--- src/rtl/ivt_pkg.sv ---
package ivt_pkg;

    typedef enum logic [1:0] {
        ST_STOP  = 2'd0,
        ST_ARMED = 2'd1,
        ST_RUN   = 2'd2
    } ivt_state_e;

    typedef enum logic [1:0] {
        SRC_FAST  = 2'd0,
        SRC_DIV_A = 2'd1,
        SRC_DIV_B = 2'd2,
        SRC_SLOW  = 2'd3
    } ivt_src_e;

    localparam logic [1:0] OP_TIMER = 2'b00;

endpackage

--- src/rtl/ivt_prescaler.sv ---
module ivt_prescaler #(
    parameter int DIV_A = 8,
    parameter int DIV_B = 32
) (
    input  logic clk,
    input  logic rst_n,
    output logic tick_half,
    output logic tick_a,
    output logic tick_b
);
    localparam int PW = $clog2(DIV_B);
    localparam int AW = $clog2(DIV_A);

    logic [PW-1:0] pre_q;
    logic [PW-1:0] taps;

    always_ff @(posedge clk or negedge rst_n) begin
        if (!rst_n) pre_q <= '0;
        else        pre_q <= pre_q + 1'b1;
    end

    // tap g fires once every 2^(g+1) clocks
    for (genvar g = 0; g < PW; g++) begin : g_tap
        assign taps[g] = &pre_q[g:0];
    end

    assign tick_half = taps[0];
    assign tick_a    = taps[AW-1];
    assign tick_b    = taps[PW-1];

    // the slower taps nest inside the faster ones
    p_tap_nesting_r4: assert property (@(posedge clk) disable iff (!rst_n)
        tick_b |-> (tick_a && tick_half));

endmodule

--- src/rtl/ivt_tick_sel.sv ---
module ivt_tick_sel
    import ivt_pkg::*;
(
    input  logic [1:0] src,
    input  logic       half_sel,
    input  logic       tick_half,
    input  logic       tick_a,
    input  logic       tick_b,
    input  logic       slow_tick,
    output logic       tick
);
    always_comb begin
        tick = 1'b0;
        unique case (ivt_src_e'(src))
            SRC_FAST:  tick = half_sel ? tick_half : 1'b1;
            SRC_DIV_A: tick = tick_a;
            SRC_DIV_B: tick = tick_b;
            SRC_SLOW:  tick = slow_tick;
            default:   tick = 1'b0;
        endcase
    end
endmodule

--- src/rtl/ivt_core.sv ---
module ivt_core
    import ivt_pkg::*;
#(
    parameter int W = 16
) (
    input  logic         clk,
    input  logic         rst_n,
    input  logic         run,
    input  logic         tick,
    input  logic         wr_en,
    input  logic [W-1:0] wr_data,
    output logic [W-1:0] cnt,
    output logic         irq
);
    ivt_state_e   state_q, state_d;
    logic [W-1:0] cnt_q, cnt_d, rld_q, rld_d;
    logic         irq_q, uf;
    logic         live_tick;

    assign live_tick = tick && run;

    // state register
    always_ff @(posedge clk or negedge rst_n) begin
        if (!rst_n) state_q <= ST_STOP;
        else        state_q <= state_d;
    end

    // transitions
    always_comb begin
        state_d = state_q;
        unique case (state_q)
            ST_STOP:  if (run) state_d = ST_ARMED;
            ST_ARMED: begin
                if (!run)          state_d = ST_STOP;
                else if (live_tick) state_d = ST_RUN;
            end
            ST_RUN:   if (!run) state_d = ST_STOP;
            default:  state_d = ST_STOP;
        endcase
    end

    // datapath per state
    always_comb begin
        cnt_d = cnt_q;
        rld_d = rld_q;
        uf    = 1'b0;
        unique case (state_q)
            ST_STOP: begin
                if (wr_en) begin
                    cnt_d = wr_data;
                    rld_d = wr_data;
                end
            end
            ST_ARMED: begin
                if (wr_en) begin
                    cnt_d = wr_data;
                    rld_d = wr_data;
                end else if (live_tick) begin
                    if (cnt_q == '0) begin
                        cnt_d = rld_q;
                        uf    = 1'b1;
                    end else begin
                        cnt_d = cnt_q - 1'b1;
                    end
                end
            end
            ST_RUN: begin
                if (wr_en) rld_d = wr_data;
                if (live_tick) begin
                    if (cnt_q == '0) begin
                        cnt_d = rld_d;
                        uf    = 1'b1;
                    end else begin
                        cnt_d = cnt_q - 1'b1;
                    end
                end
            end
            default: begin
                cnt_d = cnt_q;
                rld_d = rld_q;
            end
        endcase
    end

    always_ff @(posedge clk or negedge rst_n) begin
        if (!rst_n) begin
            cnt_q <= '0;
            rld_q <= '0;
            irq_q <= 1'b0;
        end else begin
            cnt_q <= cnt_d;
            rld_q <= rld_d;
            irq_q <= uf;
        end
    end

    assign cnt = cnt_q;
    assign irq = irq_q;

    // an interrupt only follows a qualifying tick
    p_irq_after_tick_r3: assert property (@(posedge clk) disable iff (!rst_n)
        irq_q |-> $past(live_tick));
    // the count after underflow equals the reload register
    p_reload_value_r3: assert property (@(posedge clk) disable iff (!rst_n)
        irq_q |-> (cnt_q == rld_q));
    // a non-zero count drops by one per tick
    p_dec_by_one_r2: assert property (@(posedge clk) disable iff (!rst_n)
        (state_q != ST_STOP && live_tick && cnt_q != '0 && !wr_en)
        |=> (cnt_q == W'($past(cnt_q) - 1'b1)));
    // the count holds in STOP
    p_hold_stopped_r6: assert property (@(posedge clk) disable iff (!rst_n)
        (state_q == ST_STOP && !wr_en) |=> $stable(cnt_q));
    // a RUN write leaves the counter alone
    p_run_write_cnt_r8: assert property (@(posedge clk) disable iff (!rst_n)
        (state_q == ST_RUN && wr_en && !live_tick) |=> $stable(cnt_q));
    // a RUN write lands in the reload register
    p_run_write_rld_r8: assert property (@(posedge clk) disable iff (!rst_n)
        (state_q == ST_RUN && wr_en) |=> (rld_q == $past(wr_data)));
    // the first tick in ARMED leads to RUN
    p_first_tick_r9: assert property (@(posedge clk) disable iff (!rst_n)
        (state_q == ST_ARMED && live_tick) |=> (state_q == ST_RUN));

endmodule

--- src/rtl/ivt_timer.sv ---
module ivt_timer
    import ivt_pkg::*;
#(
    parameter int CNT_W = 16,
    parameter int DIV_A = 8,
    parameter int DIV_B = 32
) (
    input  logic             clk,
    input  logic             rst_n,
    input  logic             start_i,
    input  logic             half_sel_i,
    input  logic             slow_tick_i,
    input  logic             mode_wr_i,
    input  logic [1:0]       mode_op_i,
    input  logic [1:0]       mode_src_i,
    input  logic             val_wr_i,
    input  logic [CNT_W-1:0] val_data_i,
    output logic [CNT_W-1:0] count_o,
    output logic             irq_o
);
    logic [1:0] op_q, src_q;
    logic       t_half, t_a, t_b, tick, run;

    always_ff @(posedge clk or negedge rst_n) begin
        if (!rst_n) begin
            op_q  <= '0;
            src_q <= '0;
        end else if (mode_wr_i) begin
            op_q  <= mode_op_i;
            src_q <= mode_src_i;
        end
    end

    assign run = start_i && (op_q == OP_TIMER);

    ivt_prescaler #(.DIV_A(DIV_A), .DIV_B(DIV_B)) u_pre (
        .clk       (clk),
        .rst_n     (rst_n),
        .tick_half (t_half),
        .tick_a    (t_a),
        .tick_b    (t_b)
    );

    ivt_tick_sel u_sel (
        .src       (src_q),
        .half_sel  (half_sel_i),
        .tick_half (t_half),
        .tick_a    (t_a),
        .tick_b    (t_b),
        .slow_tick (slow_tick_i),
        .tick      (tick)
    );

    ivt_core #(.W(CNT_W)) u_core (
        .clk     (clk),
        .rst_n   (rst_n),
        .run     (run),
        .tick    (tick),
        .wr_en   (val_wr_i),
        .wr_data (val_data_i),
        .cnt     (count_o),
        .irq     (irq_o)
    );

    // a non-timer operating field keeps the count still
    p_op_hold_r5: assert property (@(posedge clk) disable iff (!rst_n)
        (op_q != OP_TIMER && !mode_wr_i && !val_wr_i) |=> $stable(count_o));

endmodule

--- config.mk ---
export PLATFORM = sky130hd
export DESIGN_NAME = ivt_timer
export DESIGN_NICKNAME = d
export VERILOG_FILES = /design/src/rtl/ivt_pkg.sv /design/src/rtl/ivt_prescaler.sv /design/src/rtl/ivt_tick_sel.sv /design/src/rtl/ivt_core.sv /design/src/rtl/ivt_timer.sv
export SDC_FILE = /design/constraint.sdc
export NUM_CORES = 1
export LEC_CHECK = 0
export CAP_MARGIN = 20
export CELL_PAD_IN_SITES_DETAIL_PLACEMENT = 0
export CELL_PAD_IN_SITES_GLOBAL_PLACEMENT = 1
export CORE_MARGIN = 2
export CORE_UTILIZATION = 25
export CTS_CLUSTER_SIZE = 30
export DETAILED_ROUTE_END_ITERATION = 10
export DONT_BUFFER_PORTS = 1
export PLACE_DENSITY = 0.57
export SYNTH_ARGS = -nofsm -noshare
export SYNTH_HDL_FRONTEND = slang
export SYNTH_SLANG_ARGS = --single-unit
--- constraint.sdc ---
create_clock -name clk -period 5.09 [get_ports clk]
set_input_delay 1.018 -clock clk [delete_from_list [all_inputs] [get_ports clk]]
set_output_delay 1.018 -clock clk [all_outputs]
set_load 0.05 [all_outputs]
==> results.yml, run 1 <==
status:
  outcome: "finished clean"
sta:
  relSlewSlack_pct: 46.2
  rsz0062_at_grt: "no"
  skew_ns: 0.00655
  tightest_slew_ns: 0.806
  final_hold_viol_count: 0
  setup_viol: 0
  timing.final.crit_share_pct: 56.7
  max_freq_mhz: 346
  holdWs_ns: 0.416
  maxSlewViolCount: 0
  period_needed_ns: 2.89
  finalSetupTns_ns: 0
setup_path:
  cp.arrival_ns: 3.08
  critPathSlowestCell: "dfrtp_1"
  slowest_delay_ns: 0.71
  critPathKind: "reg -> reg"
  reg2reg_slack_ns: 2.20
  cp_max_fo: 10
  required_ns: 5.28
  crit_path_cell_trace: "inv_1, ha_1, nor4b_2, and4_1, o21ai_4, o21ai_1, o311a_1, a311oi_1"
  critPathCaptureType: "flip-flop"
  cp-start-kind: "flip-flop"
power_and_ir_drop:
  p_sw_uw: 910
  switching_share_pct: 51.1
  ir_drop_mv: 0.152
  leakage_uw: 0.00123
  p_comb_share_pct: 36.2
  power_uw: 1780
  power.density_nw_per_um2: 567
  seqPwrFrac_pct: 44.7
  power.clock.fraction_pct: 19.1
  internal_power_uw: 871
finish:
  drive_gt1_share_pct: 13.4
  n_antenna_cell: 0
  nFillCells: 1245
  final_common_cell: "dfrtp_1"
  design_area_um2: 3140
  area_growth_pct: 9.27
  mostFrequentLayoutCells: "dfrtp_1 (44), nand2_1 (27), a21oi_1 (25), nor2_1 (23), o21ai_0 (21)"
  final_net_count: 340
floorplanning:
  dieArea_um2: 12400
  die-width_um: 111
  core_area_um2: 11300
  rows: 39
  dieHeight_um: 111
  initial_core_util_pct: 25.4
  num_io_pins: 44
synth:
  yosysWarnings: 0
  async_reset_ff_share_pct: 100
  synth_edf_count: 0
  synth_nets: 349
  netlist_area_um2: 2880
  syn_inst: 313
  synth-seq-cells: 44
  postSynthAreaPerCell_um2: 9.19
  ys_types: 58
  synth_ff_type: "dfrtp_1"
  seq_area_frac_synth_pct: 38.3
cts:
  cts_buffer_depth: 2
  post_cts_buffers: 0
  clk_latency_ns: 0.29
  clock_sinks: 44
  clk_pin_slew_ns: 0.07
  cts_buffers: 5
  cts_tree: "built"
  cts_resized: 0
  clockRootBuffer: "clkbuf_16"
  h-tree-depth: 2
  holdBufCountCts: 0
place:
  port_buffers: 0
  dp_hpwl_um: 6060
  place_area_um2: 2980
  place_congestion: 0.774
global_route:
  grt_pass1_wl_um: 13900
  groute.usage.overall_pct: 14.3
  grt_max_degree: 45
  grt_pass1_vias: 2459
  grt_overflow: 0
  antenna_found_initial: 0
drt:
  num_vias: 2321
  drc: 0
  wirelength_um: 8570
  wl_per_cell_um: 19.1
  routed_via_density: 5.18
  dr.pass1.iters: 4
  final_antenna_net_count: 0
  drtIter0Drc: 135
job:
  max_cap_viol_count: 0
worst_hold_path:
  hold_class: "in -> async"
[layer usage]
layer | track usage [%] | wire, µm | up-vias
li1 | - | - | 1128
met1 | 19.3 | 3930 | 1126
met2 | 23.0 | 3900 | 61
met3 | 3.88 | 664 | 6
met4 | 2.80 | 65 | 0
met5 | 0 | 0 | -
[critical path, delay by kind of cell, from the launching register on]
kind                     cells  cell delay [ns]
AO/OA/AOI/OAI                4             1.07
adder cells (fa/ha/maj)      1             0.25
buffers and inverters        1             0.21
flip-flops                   1             0.71
AND/OR/NAND/NOR              2             0.54
[final timing paths]
kind | start | to | depth (start not counted)
max in group asynchronous | rst_n | u_core.state_q[1] | 0
min reg2reg | u_pre.pre_q[3] | u_pre.pre_q[3] | 1
min | rst_n | u_core.cnt[9] | 0
max reg2reg | u_core.cnt[0] | u_core.cnt[11] | 8
max | u_core.cnt[0] | u_core.cnt[11] | 8
min in group clk | u_pre.pre_q[3] | u_pre.pre_q[3] | 1
[cell type report]
type | count | area (µm²) | share of cell area, %
inverter | 19 | 71.3 | 2.27
multi-input combinational | 233 | 1630 | 51.7
clock inverter | 3 | 25.0 | 0.796
tap | 143 | 179 | 5.69
timing repair buffer | 1 | 15.0 | 0.478
sequential | 44 | 1100 | 35.0
clock buffer | 5 | 125 | 3.98
[metrics by stage]
stage | setup WS, ns | instances | util (%)
final | 2.20 | 448 | 27.8
after global routing | 2.00 | 448 | 27.8
after CTS | 2.20 | 447 | 27.6
after detailed placement | 2.08 | 439 | 26.3
after global placement | 1.99 | 439 | 26.3
after floorplan | 2.57 | 313 | -
[flip-flops by register name, summed over array words and instances (netlist names)]
name and cells:
src_q 2, u_core.cnt 16, op_q 2, u_pre.pre_q 5, u_core.rld_q 16, u_core.state_q 2
u_core.irq 1
[synth_stat cells, drive strengths merged (3+ instances only)]
cell type	instances	area share [%]
a21oi	25	4.4
o31ai	3	0.78
o22ai	4	0.87
o211ai	3	0.78
o311ai	4	1.2
ha	9	3.9
nand3	3	0.96
a22o	3	0.91
a211oi	7	2.0
xnor2	9	3.0
xor2	4	1.2
mux2	16	6.3
nor4	5	2.1
nor3	14	2.4
a31oi	3	0.65
nand4	4	1.1
clkbuf	11	1.4
nand2b	6	1.3
a311oi	3	0.91
buf	6	1.3
nor2	24	3.2
dfrtp	44	38
inv	19	2.5
nand2	27	3.5
o21ai	25	4.7
o221ai	6	1.8
[power by group through the flow]
stage	clock network (µW)	logic, µW	registers, µW
6_report	340	644	797
5_1_grt	363	731	821
4_1_cts	349	645	800
3_5_place_dp	0	640	808
3_3_place_gp	0	634	805
2_1_floorplan	0	521	757
[cell families after synthesis]
logic type      after synthesis  share of synthesized area (%)
fa+ha+maj                     9                           3.92
simple gates                100                           19.8
mux                          19                           7.75
buf+inv                      36                           5.18
flops                        44                           38.3
xor+xnor                     13                           4.22
compound gates               92                           20.8
No activity file was read; power rests on OpenSTA's default activity.
==> run 2: changes to the inputs <==
Settings changed: ABC_AREA set to 1, PLACE_DENSITY 0.57 to 0.61.
Clock period 5.09 ns to 2.5 ns, I/O delays scaled along.
==> run 2 against run 1 <==
Effect of this change:
- flip-flop and latch count stayed put
- die area up 10%
- first-iteration DRC count shrank 27%
- clock skew is 0.0021 ns lower
- utilization grew 1.6 points
- sequential share of layout area fell by 5.1 points
- synthesized area rose by 10%
- global-route usage up 1.2 points
- largest power group is now combinational cells
==> results.yml, run 2 <==
status:
  outcome: "finished clean"
cts:
  clockRootBuffer: "clkbuf_16"
  cts_buffer_depth: 2
  cts_tree: "built"
  cts_buffers: 5
  h-tree-depth: 2
  post_cts_buffers: 0
  holdBufCountCts: 1
  cts_resized: 0
  clk_latency_ns: 0.29
  clock_sinks: 44
  clk_pin_slew_ns: 0.07
synth:
  ys_types: 33
  async_reset_ff_share_pct: 100
  synth_most_common_cell: "nand2_1"
  synth_top_area_share_pct: 34.7
  synth_nets: 509
  yosys.area.top_type: "dfrtp_1"
  synth_ff_type: "dfrtp_1"
  yosys-top-cells-area: "dfrtp_1 (35%), nand2_1 (17%), nand3_1 (8.5%)"
  syn_inst: 473
  synth_edf_count: 0
  seq_area_frac_synth_pct: 34.7
  yosysWarnings: 0
  synth_common_cells: "nand2_1 (147), nand3_1 (54), inv_1 (45)"
  netlist_area_um2: 3170
  synth-seq-cells: 44
  postSynthAreaPerCell_um2: 6.71
drt:
  wirelength_um: 9760
  drc: 0
  num_vias: 3037
  routed_via_density: 4.60
  drtIter0Drc: 99
  dr.pass1.iters: 4
  wl_per_cell_um: 14.8
  final_antenna_net_count: 0
finish:
  area_growth_pct: 15.8
  n_antenna_cell: 0
  mostFrequentLayoutCells: "nand2_1 (147), nand3_1 (54), inv_1 (45), dfrtp_1 (44), nor2_1 (42)"
  final_common_cell: "nand2_1"
  final_core_util_pct: 29.4
  final_net_count: 523
  drive_gt1_share_pct: 11.7
sta:
  timing.final.crit_share_pct: 81.1
  skew_ns: 0.00444
  maxSlewViolCount: 0
  relSlewSlack_pct: 67.7
  period_needed_ns: 2.03
  setup_viol: 0
  rsz0062_at_grt: "no"
  final_hold_viol_count: 0
  max_freq_mhz: 493
  tightest_slew_ns: 0.483
  finalSetupTns_ns: 0
global_route:
  grt_pass1_wl_um: 16000
  grt_overflow: 0
  antenna_found_initial: 0
  grt_max_degree: 45
  grt_pass1_vias: 3160
  groute.usage.overall_pct: 15.4
setup_path:
  cp-start-kind: "flip-flop"
  regToRegStartpoint: "u_pre.pre_q[0]"
  required_ns: 2.69
  crit_path_cell_trace: "ha_1, nand2_1, nor2_1, ha_1, o211ai_1, nand2_1, nand2_1, nand2_1, nand2_1, buf_4, a21oi_1, nand2_1, nand2_1"
  worst-r2r-cell-count: 13
  crit_top_cell: "nand2_1"
  cp_max_fo: 31
  critPathSlowestCell: "dfrtp_1"
  cp.arrival_ns: 2.22
  critPathCaptureType: "flip-flop"
  slowest_delay_ns: 0.40
  reg2reg_slack_ns: 0.47
  r2r_end: "u_core.cnt[1]"
  critPathKind: "reg -> reg"
power_and_ir_drop:
  power.density_nw_per_um2: 1310
  switching_share_pct: 52.7
  ir_drop_mv: 0.376
  p_comb_share_pct: 61.1
  p_sw_uw: 2530
  seqPwrFrac_pct: 22.6
  leakage_uw: 0.00179
  internal_power_uw: 2280
  power.clock.fraction_pct: 16.3
floorplanning:
  num_io_pins: 44
  core_area_um2: 12500
  dieArea_um2: 13600
  dieHeight_um: 117
  die-width_um: 117
  rows: 41
  initial_core_util_pct: 25.4
place:
  dp_hpwl_um: 7270
  place_congestion: 0.830
  port_buffers: 0
worst_hold_path:
  hold_class: "in -> async"
job:
  max_cap_viol_count: 0
-- run 2: cell types whose count changed after synthesis, sizes merged, moves of 6 or more --
cell    previous run  this run
a211oi             7         0
nand3              3        54
nand2             27       153
mux2              16         1
inv               19        47
o221ai             6         0
xnor2              9         0
nor3              14         2
o21ai             25        34
nand2b             6         0
nor2              24        53
-- run 2: final cells by class --
class / instances / area [µm²]
clock buffer: 5 / 125
clock inverter: 3 / 47.5
fill: 1447 / 8840
inverter: 50 / 188
multi-input combinational: 363 / 1810
sequential: 44 / 1100
tap: 172 / 215
timing repair buffer: 23 / 193
-- run 2: critical path, delay by kind of cell, from the launching register on --
kind                       cells  cell delay (ns)
and+or+nand+nor                8             0.58
DFF                            1             0.40
adders and majority gates      2             0.39
buffers and inverters          1             0.32
AOI/OAI and AO/OA              2             0.24
-- run 2: cell families (layout without fill, tap and decap cells) --
group | count (synthesis) | after routing | synth area share (%)
DFF | 44 | 44 | 34.7
muxes | 1 | 1 | 0.355
buffers and inverters | 66 | 81 | 8.36
xor gates and xnor gates | 6 | 6 | 1.66
adders and majority gates | 9 | 9 | 3.55
AOI/OAI and AO/OA | 72 | 72 | 12.6
and+or+nand+nor | 275 | 275 | 38.8
-- run 2: layer usage --
layer	vias to the layer above	GRT usage, %	wire length, µm
met3	19	3.68	450
met5	-	0	0
met2	51	27.2	4730
li1	1542	-	-
met1	1425	18.3	4330
met4	0	5.33	248
-- run 2: metrics by stage --
stage               hold WS [ns]  instances  setup WS (ns)  cell area [µm²]  power, µW
finish                    0.0503        660          0.473             3680       4810
global route              0.0633        660          0.266             3680       5260
CTS                       0.0598        660          0.458             3680       4880
detailed placement         0.206        651          0.468             3480       4050
global placement           0.207        651          0.526             3480       4030
floorplan                  0.204        473          0.589             3170       3240
-- run 2: how the worst max path moves through the flow --
stage | startpoint | to | slack (ns)
after CTS | u_pre.pre_q[0] | u_core.cnt[1] | 0.46
after global routing | u_pre.pre_q[0] | u_core.cnt[1] | 0.27
final | u_pre.pre_q[0] | u_core.cnt[1] | 0.47
after detailed placement | u_pre.pre_q[0] | u_core.cnt[1] | 0.47
after global placement | u_core.cnt[0] | u_core.cnt[13] | 0.53
after floorplan | u_core.cnt[0] | u_core.cnt[7] | 0.59
-- run 2: power by group through the flow --
| stage | Clock [µW] | Sequential, µW | Combinational (µW) |
|---|---|---|---|
| after floorplan | 0 | 1560 | 1680 |
| after global placement | 0 | 1100 | 2930 |
| after detailed placement | 0 | 1100 | 2940 |
| after CTS | 812 | 1090 | 2980 |
| after global routing | 841 | 1110 | 3310 |
| final | 784 | 1090 | 2940 |
